==> config.mk <==
export PLATFORM = sky130hd
export DESIGN_NAME = gain_table_ctrl
export DESIGN_NICKNAME = d
export VERILOG_FILES = /design/src/rtl/gtc_pkg.sv /design/src/rtl/gtc_rst_sync.sv /design/src/rtl/gtc_wr_decode.sv /design/src/rtl/gtc_gain_ram.sv /design/src/rtl/gtc_chan_reg.sv /design/src/rtl/gain_table_ctrl.sv
export SDC_FILE = /design/constraint.sdc
export NUM_CORES = 1
export LEC_CHECK = 0
export ABC_AREA = 1
export BUFFER_PORTS_ARGS = -buffer_cell sky130_fd_sc_hd__buf_2
export CAP_MARGIN = 5
export CORE_UTILIZATION = 65
export CTS_CLUSTER_DIAMETER = 50
export CTS_CLUSTER_SIZE = 40
export DETAILED_ROUTE_END_ITERATION = 10
export GPL_ROUTABILITY_DRIVEN = 0
export PLACE_DENSITY = 0.94
export SLEW_MARGIN = 40
export SYNTH_ARGS = -nofsm -noshare
export SYNTH_HDL_FRONTEND = slang
export SYNTH_SLANG_ARGS = --single-unit
==> constraint.sdc <==
create_clock -name clk -period 2.6 [get_ports clk]
set_input_delay 0.13 -clock clk [delete_from_list [all_inputs] [get_ports clk]]
set_output_delay 0.13 -clock clk [all_outputs]
set_load 0.01 [all_outputs]
==> src/rtl/gtc_pkg.sv <==
`timescale 1ns/1ps
package gtc_pkg;
  // Meaning of the flag bit in the register byte.
  typedef enum logic {
    MODE_SELECT  = 1'b0,
    MODE_PROGRAM = 1'b1
  } tbl_mode_e;

  localparam int DEF_CHAN_W = 5;
  localparam int DEF_GAIN_W = 2;
endpackage

==> src/rtl/gtc_rst_sync.sv <==
`timescale 1ns/1ps
module gtc_rst_sync #(
  parameter int STAGES = 2
) (
  input  logic clk,
  input  logic rst_n,
  output logic rst_n_sync
);
  logic [STAGES-1:0] sync_q;
  logic [STAGES-1:0] sync_d;

  always_comb begin
    sync_d = {sync_q[STAGES-2:0], 1'b1};
  end

  always_ff @(posedge clk or negedge rst_n) begin
    if (!rst_n) sync_q <= '0;
    else        sync_q <= sync_d;
  end

  assign rst_n_sync = sync_q[STAGES-1];
endmodule

==> src/rtl/gtc_wr_decode.sv <==
`timescale 1ns/1ps
module gtc_wr_decode
  import gtc_pkg::*;
#(
  parameter int CHAN_W = DEF_CHAN_W,
  parameter int GAIN_W = DEF_GAIN_W,
  localparam int REG_W = GAIN_W + 1 + CHAN_W
) (
  input  logic              wr,
  input  logic [REG_W-1:0]  wdata,
  output logic              tbl_we,
  output logic              sel_we,
  output logic [CHAN_W-1:0] idx,
  output logic [GAIN_W-1:0] code
);
  tbl_mode_e mode;

  always_comb begin
    mode   = tbl_mode_e'(wdata[CHAN_W]);
    idx    = wdata[CHAN_W-1:0];
    code   = wdata[REG_W-1 -: GAIN_W];
    tbl_we = wr && (mode == MODE_PROGRAM);
    sel_we = wr && (mode == MODE_SELECT);
  end
endmodule

==> src/rtl/gtc_gain_ram.sv <==
`timescale 1ns/1ps
module gtc_gain_ram
  import gtc_pkg::*;
#(
  parameter int CHAN_W = DEF_CHAN_W,
  parameter int GAIN_W = DEF_GAIN_W,
  localparam int NUM_CHAN = 1 << CHAN_W
) (
  input  logic              clk,
  input  logic              we,
  input  logic [CHAN_W-1:0] waddr,
  input  logic [GAIN_W-1:0] wdata,
  input  logic [CHAN_W-1:0] conv_addr,
  output logic [GAIN_W-1:0] conv_code,
  input  logic [CHAN_W-1:0] rb_addr,
  output logic [GAIN_W-1:0] rb_code
);
  logic [GAIN_W-1:0] mem_q [NUM_CHAN];
  logic [NUM_CHAN-1:0] ent_en;

  // One clock enable per entry.
  for (genvar i = 0; i < NUM_CHAN; i++) begin : g_ent
    assign ent_en[i] = we && (waddr == CHAN_W'(i));
  end

  // Table contents carry no reset.
  always_ff @(posedge clk) begin
    for (int i = 0; i < NUM_CHAN; i++) begin
      if (ent_en[i]) mem_q[i] <= wdata;
    end
  end

  assign conv_code = mem_q[conv_addr];
  assign rb_code   = mem_q[rb_addr];
endmodule

==> src/rtl/gtc_chan_reg.sv <==
`timescale 1ns/1ps
module gtc_chan_reg
  import gtc_pkg::*;
#(
  parameter int CHAN_W = DEF_CHAN_W
) (
  input  logic              clk,
  input  logic              rst_n,
  input  logic              sel_we,
  input  logic              tbl_we,
  input  logic [CHAN_W-1:0] idx,
  output logic [CHAN_W-1:0] sel_chan,
  output logic [CHAN_W-1:0] prog_addr,
  output tbl_mode_e         mode,
  output logic              conv_req
);
  logic [CHAN_W-1:0] sel_q, sel_d;
  logic [CHAN_W-1:0] paddr_q, paddr_d;
  tbl_mode_e         mode_q, mode_d;
  logic              conv_q, conv_d;

  always_comb begin
    sel_d   = sel_q;
    paddr_d = paddr_q;
    mode_d  = mode_q;
    conv_d  = 1'b0;
    if (sel_we) begin
      sel_d  = idx;
      mode_d = MODE_SELECT;
      conv_d = 1'b1;
    end
    if (tbl_we) begin
      paddr_d = idx;
      mode_d  = MODE_PROGRAM;
    end
  end

  always_ff @(posedge clk or negedge rst_n) begin
    if (!rst_n) begin
      sel_q   <= '0;
      paddr_q <= '0;
      mode_q  <= MODE_SELECT;
      conv_q  <= 1'b0;
    end else begin
      sel_q   <= sel_d;
      paddr_q <= paddr_d;
      mode_q  <= mode_d;
      conv_q  <= conv_d;
    end
  end

  assign sel_chan  = sel_q;
  assign prog_addr = paddr_q;
  assign mode      = mode_q;
  assign conv_req  = conv_q;


  prog_keeps_sel_chk: assert property (@(posedge clk) disable iff (!rst_n)
    tbl_we |=> $stable(sel_chan));


  prog_no_conv_chk: assert property (@(posedge clk) disable iff (!rst_n)
    tbl_we |=> !conv_req);


  sel_loads_chk: assert property (@(posedge clk) disable iff (!rst_n)
    sel_we |=> (conv_req && sel_chan == $past(idx)));


  conv_source_chk: assert property (@(posedge clk) disable iff (!rst_n)
    conv_req |-> $past(sel_we));
endmodule

==> src/rtl/gain_table_ctrl.sv <==
`timescale 1ns/1ps
module gain_table_ctrl
  import gtc_pkg::*;
#(
  parameter int CHAN_W = DEF_CHAN_W,
  parameter int GAIN_W = DEF_GAIN_W
) (
  input  logic                     clk,
  input  logic                     rst_n,
  input  logic                     reg_wr,
  input  logic [GAIN_W+CHAN_W:0]   reg_wdata,
  output logic [GAIN_W+CHAN_W:0]   reg_rdata,
  output logic [CHAN_W-1:0]        sel_chan,
  output logic                     conv_req,
  input  logic [CHAN_W-1:0]        act_chan,
  output logic [GAIN_W-1:0]        gain_sel
);
  localparam int REG_W = GAIN_W + 1 + CHAN_W;

  logic              rst_s;
  logic              dec_tbl_we, dec_sel_we;
  logic [CHAN_W-1:0] dec_idx;
  logic [GAIN_W-1:0] dec_code;
  logic [CHAN_W-1:0] prog_addr, rb_idx;
  logic [GAIN_W-1:0] rb_code;
  tbl_mode_e         mode;

  gtc_rst_sync #(.STAGES(2)) u_rst (
    .clk(clk), .rst_n(rst_n), .rst_n_sync(rst_s)
  );

  gtc_wr_decode #(.CHAN_W(CHAN_W), .GAIN_W(GAIN_W)) u_dec (
    .wr(reg_wr), .wdata(reg_wdata), .tbl_we(dec_tbl_we),
    .sel_we(dec_sel_we), .idx(dec_idx), .code(dec_code)
  );

  gtc_chan_reg #(.CHAN_W(CHAN_W)) u_chan (
    .clk(clk), .rst_n(rst_s), .sel_we(dec_sel_we), .tbl_we(dec_tbl_we),
    .idx(dec_idx), .sel_chan(sel_chan), .prog_addr(prog_addr),
    .mode(mode), .conv_req(conv_req)
  );

  always_comb begin
    rb_idx = (mode == MODE_PROGRAM) ? prog_addr : sel_chan;
  end

  gtc_gain_ram #(.CHAN_W(CHAN_W), .GAIN_W(GAIN_W)) u_ram (
    .clk(clk), .we(dec_tbl_we), .waddr(dec_idx), .wdata(dec_code),
    .conv_addr(act_chan), .conv_code(gain_sel),
    .rb_addr(rb_idx), .rb_code(rb_code)
  );

  assign reg_rdata = {rb_code, mode, rb_idx};


  prog_readback_chk: assert property (@(posedge clk) disable iff (!rst_s)
    dec_tbl_we |=> (reg_rdata[REG_W-1 -: GAIN_W] == $past(dec_code)
                    && reg_rdata[CHAN_W-1:0] == $past(dec_idx)));


  live_update_chk: assert property (@(posedge clk) disable iff (!rst_s)
    (dec_tbl_we && dec_idx == act_chan) |=>
      (!$stable(act_chan) || gain_sel == $past(dec_code)));
endmodule

==> reports/qor.yml, run 1 <==
timing:
  finClkSkew_ns: 0.00409
  tightestPinTransition_ns: 0.677
  setup_violations: 0
  period_needed_ns: 2.33
  fin_crit_sh_pct: 89.5
  finalSetupTns_ns: 0
  rsz0062_at_grt: "no"
  fmax_ghz: 0.430
  hold_viol_final: 0
  maxSlewViolCount: 0
  timing.slew.headroom_pct: 54.8
yosys:
  synth_seq_area_share_pct: 53.4
  yosysWarnings: 0
  synthesis.nets: 533
  synth_area_mm2: 0.00426
  yosysMostFrequentCell: "nand2_1"
  synth_top_area_share_pct: 45.1
  synth_cell_types: 26
  synth_top_area_cell: "edfxtp_1"
  synthFlopType: "edfxtp_1"
  ys_ff_latch: 78
  synthTopCellsByArea: "edfxtp_1 (45%), nand3_1 (11%), nand2_1 (9.9%), dfrtp_1 (8.2%), inv_1 (7.1%)"
  async_flop_share_pct: 17.9
  syn_avg_cell_area_um2: 8.23
  synth-edff-count: 64
  synthTopCellsByCount: "nand2_1 (112), nand3_1 (92), inv_1 (81), edfxtp_1 (64)"
  syn-instance-count: 517
floorplanning:
  die-area_mm2: 0.00688
  die_h_um: 82.9
  row_count: 29
  core_mm2: 0.00635
  initial_core_util_pct: 67.0
  die_width_um: 82.9
  ios: 32
route:
  wl_per_cell_um: 17.3
  drtPass1Iterations: 9
  vias: 3874
  wl_um: 10800
  route.detailed.drc: 0
  viasPerCell: 6.21
  ant_nets: 0
  drt_iter0_markers: 677
setup_path:
  critPathRequiredTime_ns: 2.47
  worst_r2r_path_depth: 2
  end_kind: "primary output"
  crit_slowest_cell: "dfrtp_2"
  crit_chain: "inv_4 > nand2_1 > nand2_1 > nand2_1 > nand3_1 > nand3_1 > nand3_1 > nand2_1 > nand2_1 > nand2_1 > buf_2"
  critPathKind: "reg2out"
  critPathMaxStageDelay_ns: 0.56
  start_kind: "flop"
  path_common_cell: "nand2_1"
  arrival_ns: 2.20
  critPathMaxFanout: 12
clock_tree:
  clk_pin_slew_ns: 0.07
  cts_tree: "done"
  htreeDepth: 3
  cts-root-buf: "clkbuf_8"
  clkLatencyLatePin_ns: 0.35
  clock-sinks: 78
  cts_made_buffers: 9
  clockBufferDepth: 2
global_route:
  grt_pass1_wl_um: 17500
  grt.overflow.total: 0
  grt_max_degree: 33
  grt_usage_pct: 33.0
  grt_pass1_vias: 3600
  antenna_found_initial: 0
cells_and_area:
  finalNetCount: 558
  num_antenna_cells: 0
  drive_above_1_share_pct: 11.3
  final_area_mm2: 0.00462
  area_delta_synth_final_pct: 8.50
placement:
  dpl-instance-area_mm2: 0.00441
  port_buffers: 31
  hpwlAfterDp_um: 7300
power_and_ir_drop:
  power.leakage_nw: 2.07
  ir_drop_uv: 397
  p_per_area_mw_per_mm2: 600
  totalPowerFinal_mw: 2.77
worst_hold_path:
  hp-class: "in2async"
flow_run:
  drv_cap: 0
outcome:
  outcome: "complete, no violations"
## report_power, final
group,internal (mW),total (mW),switching [mW],leakage (nW)
combinational,0.177,0.549,0.372,1.23
clock,0.394,0.805,0.411,0.0921
sequential,1.38,1.42,0.0344,0.746
## registers in the layout, indices dropped and copies added (netlist names)
register / count
u_chan.conv_req: 1
u_chan.mode: 1
u_chan.prog_addr: 5
u_chan.sel_chan: 5
u_ram.mem_q: 64
u_rst.sync_q: 2
## through the flow
step           util, %  worst slack (ns)  hold WS, ns  std cells
2_1_floorplan        -              1.11       -0.166        517
3_3_place_gp      69.4             0.630      -0.0851        605
3_5_place_dp      69.4             0.578      -0.0841        605
4_1_cts           72.7             0.162       0.0626        624
5_1_grt           72.7             0.113       0.0925        624
6_report          72.7             0.274       0.0829        624
## cell usage in the layout, fill, tap and decap left out, drive strengths merged
cell type	count
a21oi	28
dfrtp	14
conb	1
or2	2
buf	35
nor2	41
o21ai	43
o211ai	4
nand3b	4
inv	84
edfxtp	64
clkinvlp	1
and2	1
nand3	92
clkinv	3
dlygate4sd3	3
clkbuf	12
nand2	115
## logic make-up (layout without fill, tap and decap cells)
family	count (synthesis)	count (layout)	synth area share [%]
buffers and inverters	108	138	10.6
flip-flops	78	78	53.4
other	1	1	0.0881
AO/OA/AOI/OAI	75	75	9.67
AND/OR/NAND/NOR	255	255	26.2
## worst max-delay path, delay by kind of cell (launching register included)
kind	cells	cell delay (ns)
buffers and inverters	2	0.22
AND/OR/NAND/NOR	9	1.07
flip-flops	1	0.56
## metal layers
layer / GRT usage [%] / share of wire [%] / up-vias
met5: 0 / 0 / -
met2: 49.1 / 46 / 314
met4: 18.7 / 5.0 / 0
met3: 10.4 / 12 / 72
met1: 42.9 / 37 / 1736
li1: - / - / 1752
## final timing paths
check / start / to / slack (ns)
min in group clk: reg_wdata[0] / u_chan.sel_chan[0]$_DFFE_PN0P_ / 0.09
hold reg to reg: u_rst.sync_q[1]$_DFF_PN0_ / u_chan.sel_chan[1]$_DFFE_PN0P_ / 0.19
setup / recovery: u_chan.mode$_DFFE_PN0P_ / reg_rdata[7] / 0.27
setup reg to reg: u_chan.mode$_DFFE_PN0P_ / u_chan.mode$_DFFE_PN0P_ / 1.65
max in group asynchronous: u_rst.sync_q[1]$_DFF_PN0_ / u_chan.mode$_DFFE_PN0P_ / 2.06
hold / removal: rst_n / u_rst.sync_q[0]$_DFF_PN0_ / 0.08
## timing repair
action / CTS / global route
resized for setup: 0 / 1
hold buffers: 3 / 0
hold endpoints to repair: 4 / 0
endpoints found under the setup margin: 0 / 2
setup buffers: 0 / 0
## final cells by class
type | instances | area, um^2
inverters | 84 | 323
flip-flops and latches | 78 | 2270
fillers | 447 | 1730
well taps | 77 | 96.3
repair buffers | 38 | 215
multi-input cells | 331 | 1530
clock buffers | 12 | 155
clock inverters | 4 | 22.5
No activity file was read; power rests on OpenSTA's default activity.
==> inputs of run 2 (changes only) <==
REMOVE_ABC_BUFFERS = 1   (was not set)
==> reports/qor.yml, run 2 (synthesized netlist as in run 1, its figures left out) <==
timing:
  hold_viol_final: 0  # unchanged
  period_needed_ns: 2.35  # was 2.33 ns
  fin_crit_sh_pct: 90.5  # was 89.5%
  finClkSkew_ns: 0.00161  # was 0.00409 ns
  setup_violations: 0  # unchanged
  tightestPinTransition_ns: 0.649  # was 0.677 ns
  maxSlewViolCount: 0  # unchanged
  fmax_ghz: 0.425  # was 0.430 GHz
  rsz0062_at_grt: "no"  # unchanged
  finalSetupTns_ns: 0  # unchanged
  timing.slew.headroom_pct: 56.6  # was 54.8%
flow_run:
  drv_cap: 0  # unchanged
setup_path:
  critPathMaxFanout: 12  # unchanged
  start_kind: "flop"  # unchanged
  r2r_slack_ns: 1.71  # was 1.65 ns
  crit_slowest_cell: "dfrtp_2"  # unchanged
  path_common_cell: "nand2_1"  # unchanged
  critPathRequiredTime_ns: 2.47  # about the same
  critPathKind: "reg2out"  # unchanged
  end_kind: "primary output"  # unchanged
  critPathMaxStageDelay_ns: 0.58  # was 0.56 ns
  arrival_ns: 2.22  # was 2.20 ns
  crit_chain: "inv_4 > nand2_1 > nand2_1 > nand2_1 > nand3_1 > nand3_1 > nand3_1 > nand2_1 > nand2_1 > nand2_1 > buf_2"  # unchanged
clock_tree:
  clk_pin_slew_ns: 0.08  # was 0.07 ns
  htreeDepth: 3  # unchanged
  clkLatencyLatePin_ns: 0.36  # was 0.35 ns
  clockBufferDepth: 2  # unchanged
  cts_tree: "done"  # unchanged
  cts_made_buffers: 9  # unchanged
  cts_setup_buffers: 0  # unchanged
  clock-sinks: 78  # unchanged
  cts-root-buf: "clkbuf_8"  # unchanged
cells_and_area:
  final_common_cell: "nand2_1"  # unchanged
  final_cell_mix: "nand2_1 (112), nand3_1 (92), inv_1 (81)"  # unchanged
  drive_above_1_share_pct: 11.2  # was 11.3%
  finalNetCount: 557  # was 558
  num_antenna_cells: 0  # unchanged
  largest_register_ffs: 64  # unchanged
  stdcell_count: 623  # was 624
  largest-register: "u_ram.mem_q"  # unchanged
  area_delta_synth_final_pct: 9.58  # was 8.50%
route:
  route.detailed.drc: 0  # unchanged
  drt_iter0_markers: 762  # was 677
  ant_nets: 0  # unchanged
  drtPass1Iterations: 6  # was 9
  wl_per_cell_um: 17.8  # was 17.3 um
  vias: 3848  # was 3874
  wl_um: 11100  # was 10800 um
  viasPerCell: 6.18  # was 6.21
global_route:
  grt_pass1_wl_um: 17700  # was 17500 um
  antenna_found_initial: 0  # unchanged
  grt_max_degree: 35  # was 33
  grt.overflow.total: 0  # unchanged
  grt_usage_pct: 33.6  # was 33.0%
  grt_pass1_vias: 3621  # was 3600
floorplanning:
  die_width_um: 82.9  # unchanged
  die-area_mm2: 0.00688  # unchanged
  initial_core_util_pct: 67.0  # unchanged
  die_h_um: 82.9  # unchanged
  core_mm2: 0.00635  # unchanged
  ios: 32  # unchanged
  row_count: 29  # unchanged
power_and_ir_drop:
  ir_drop_uv: 667  # was 397 uV
  p_per_area_mw_per_mm2: 649  # was 600 mW/mm^2
  power.leakage_nw: 2.09  # was 2.07 nW
outcome:
  outcome: "complete, no violations"  # unchanged
placement:
  dp.cells: 605  # unchanged
  hpwlAfterDp_um: 7470  # was 7300 um
  port_buffers: 31  # unchanged
worst_hold_path:
  hp-class: "in2reg"  # was in2async
-- run 2: worst max-delay path: cells and delay by family, from the launching register on --
family,cells,cell delay [ns]
buffers and inverters,2,0.21
AND/OR/NAND/NOR,9,1.07
flip-flops,1,0.58
-- run 2: metal layers --
metal / vias up / part of all wire [%] / GRT usage, %
met5: - / 0 / 0
met4: 0 / 4.5 / 17.1
met3: 57 / 13 / 7.36
met2: 318 / 47 / 54.3
met1: 1732 / 36 / 42.8
li1: 1741 / - / -
-- run 2: path summary, 6_finish.rpt --
| path | start | endpoint | depth (start not counted) |
|---|---|---|---|
| setup / recovery | u_chan.mode$_DFFE_PN0P_ | reg_rdata[7] | 11 |
| hold / removal | reg_wdata[5] | u_chan.conv_req$_DFF_PN0_ | 2 |
| setup reg to reg | u_chan.mode$_DFFE_PN0P_ | u_chan.mode$_DFFE_PN0P_ | 2 |
| hold reg to reg | u_rst.sync_q[1]$_DFF_PN0_ | u_chan.sel_chan[4]$_DFFE_PN0P_ | 0 |
| max in group asynchronous | u_rst.sync_q[1]$_DFF_PN0_ | u_chan.mode$_DFFE_PN0P_ | 0 |
| min in group asynchronous | rst_n | u_rst.sync_q[0]$_DFF_PN0_ | 2 |
-- run 2: power breakdown --
part | internal [mW] | switching (mW) | total [mW]
registers | 1.38 | 0.0321 | 1.41
logic | 0.176 | 0.378 | 0.554
clock network | 0.605 | 0.453 | 1.06
total | 2.16 | 0.864 | 3.03
-- run 2: repair_timing --
| action | CTS | global route |
|---|---|---|
| hold buffers | 2 | 0 |
| endpoints found under the hold margin | 3 | 0 |
| endpoints found under the setup margin | 0 | 2 |
| resized for setup | 0 | 1 |
-- run 2: metrics by stage --
step	setup slack [ns]	total power, mW	area [um^2]	util [%]	hold slack (ns)
floorplan	0.316	1.77	4130	-	-0.166
global placement	0.632	1.95	4410	69.4	-0.0850
detailed placement	0.561	1.97	4410	69.4	-0.0843
CTS	0.144	3.00	4660	73.4	0.000687
global route	0.145	3.13	4660	73.5	0.0151
finish	0.246	3.03	4660	73.5	0.00749
-- run 2: cell type report --
type / count / area, um^2
inverter: 84 / 323
clock inverter: 4 / 77.6
sequential: 78 / 2270
tap: 77 / 96.3
fill: 448 / 1690
timing repair buffer: 37 / 205
clock buffer: 12 / 156
multi-input combinational: 331 / 1530
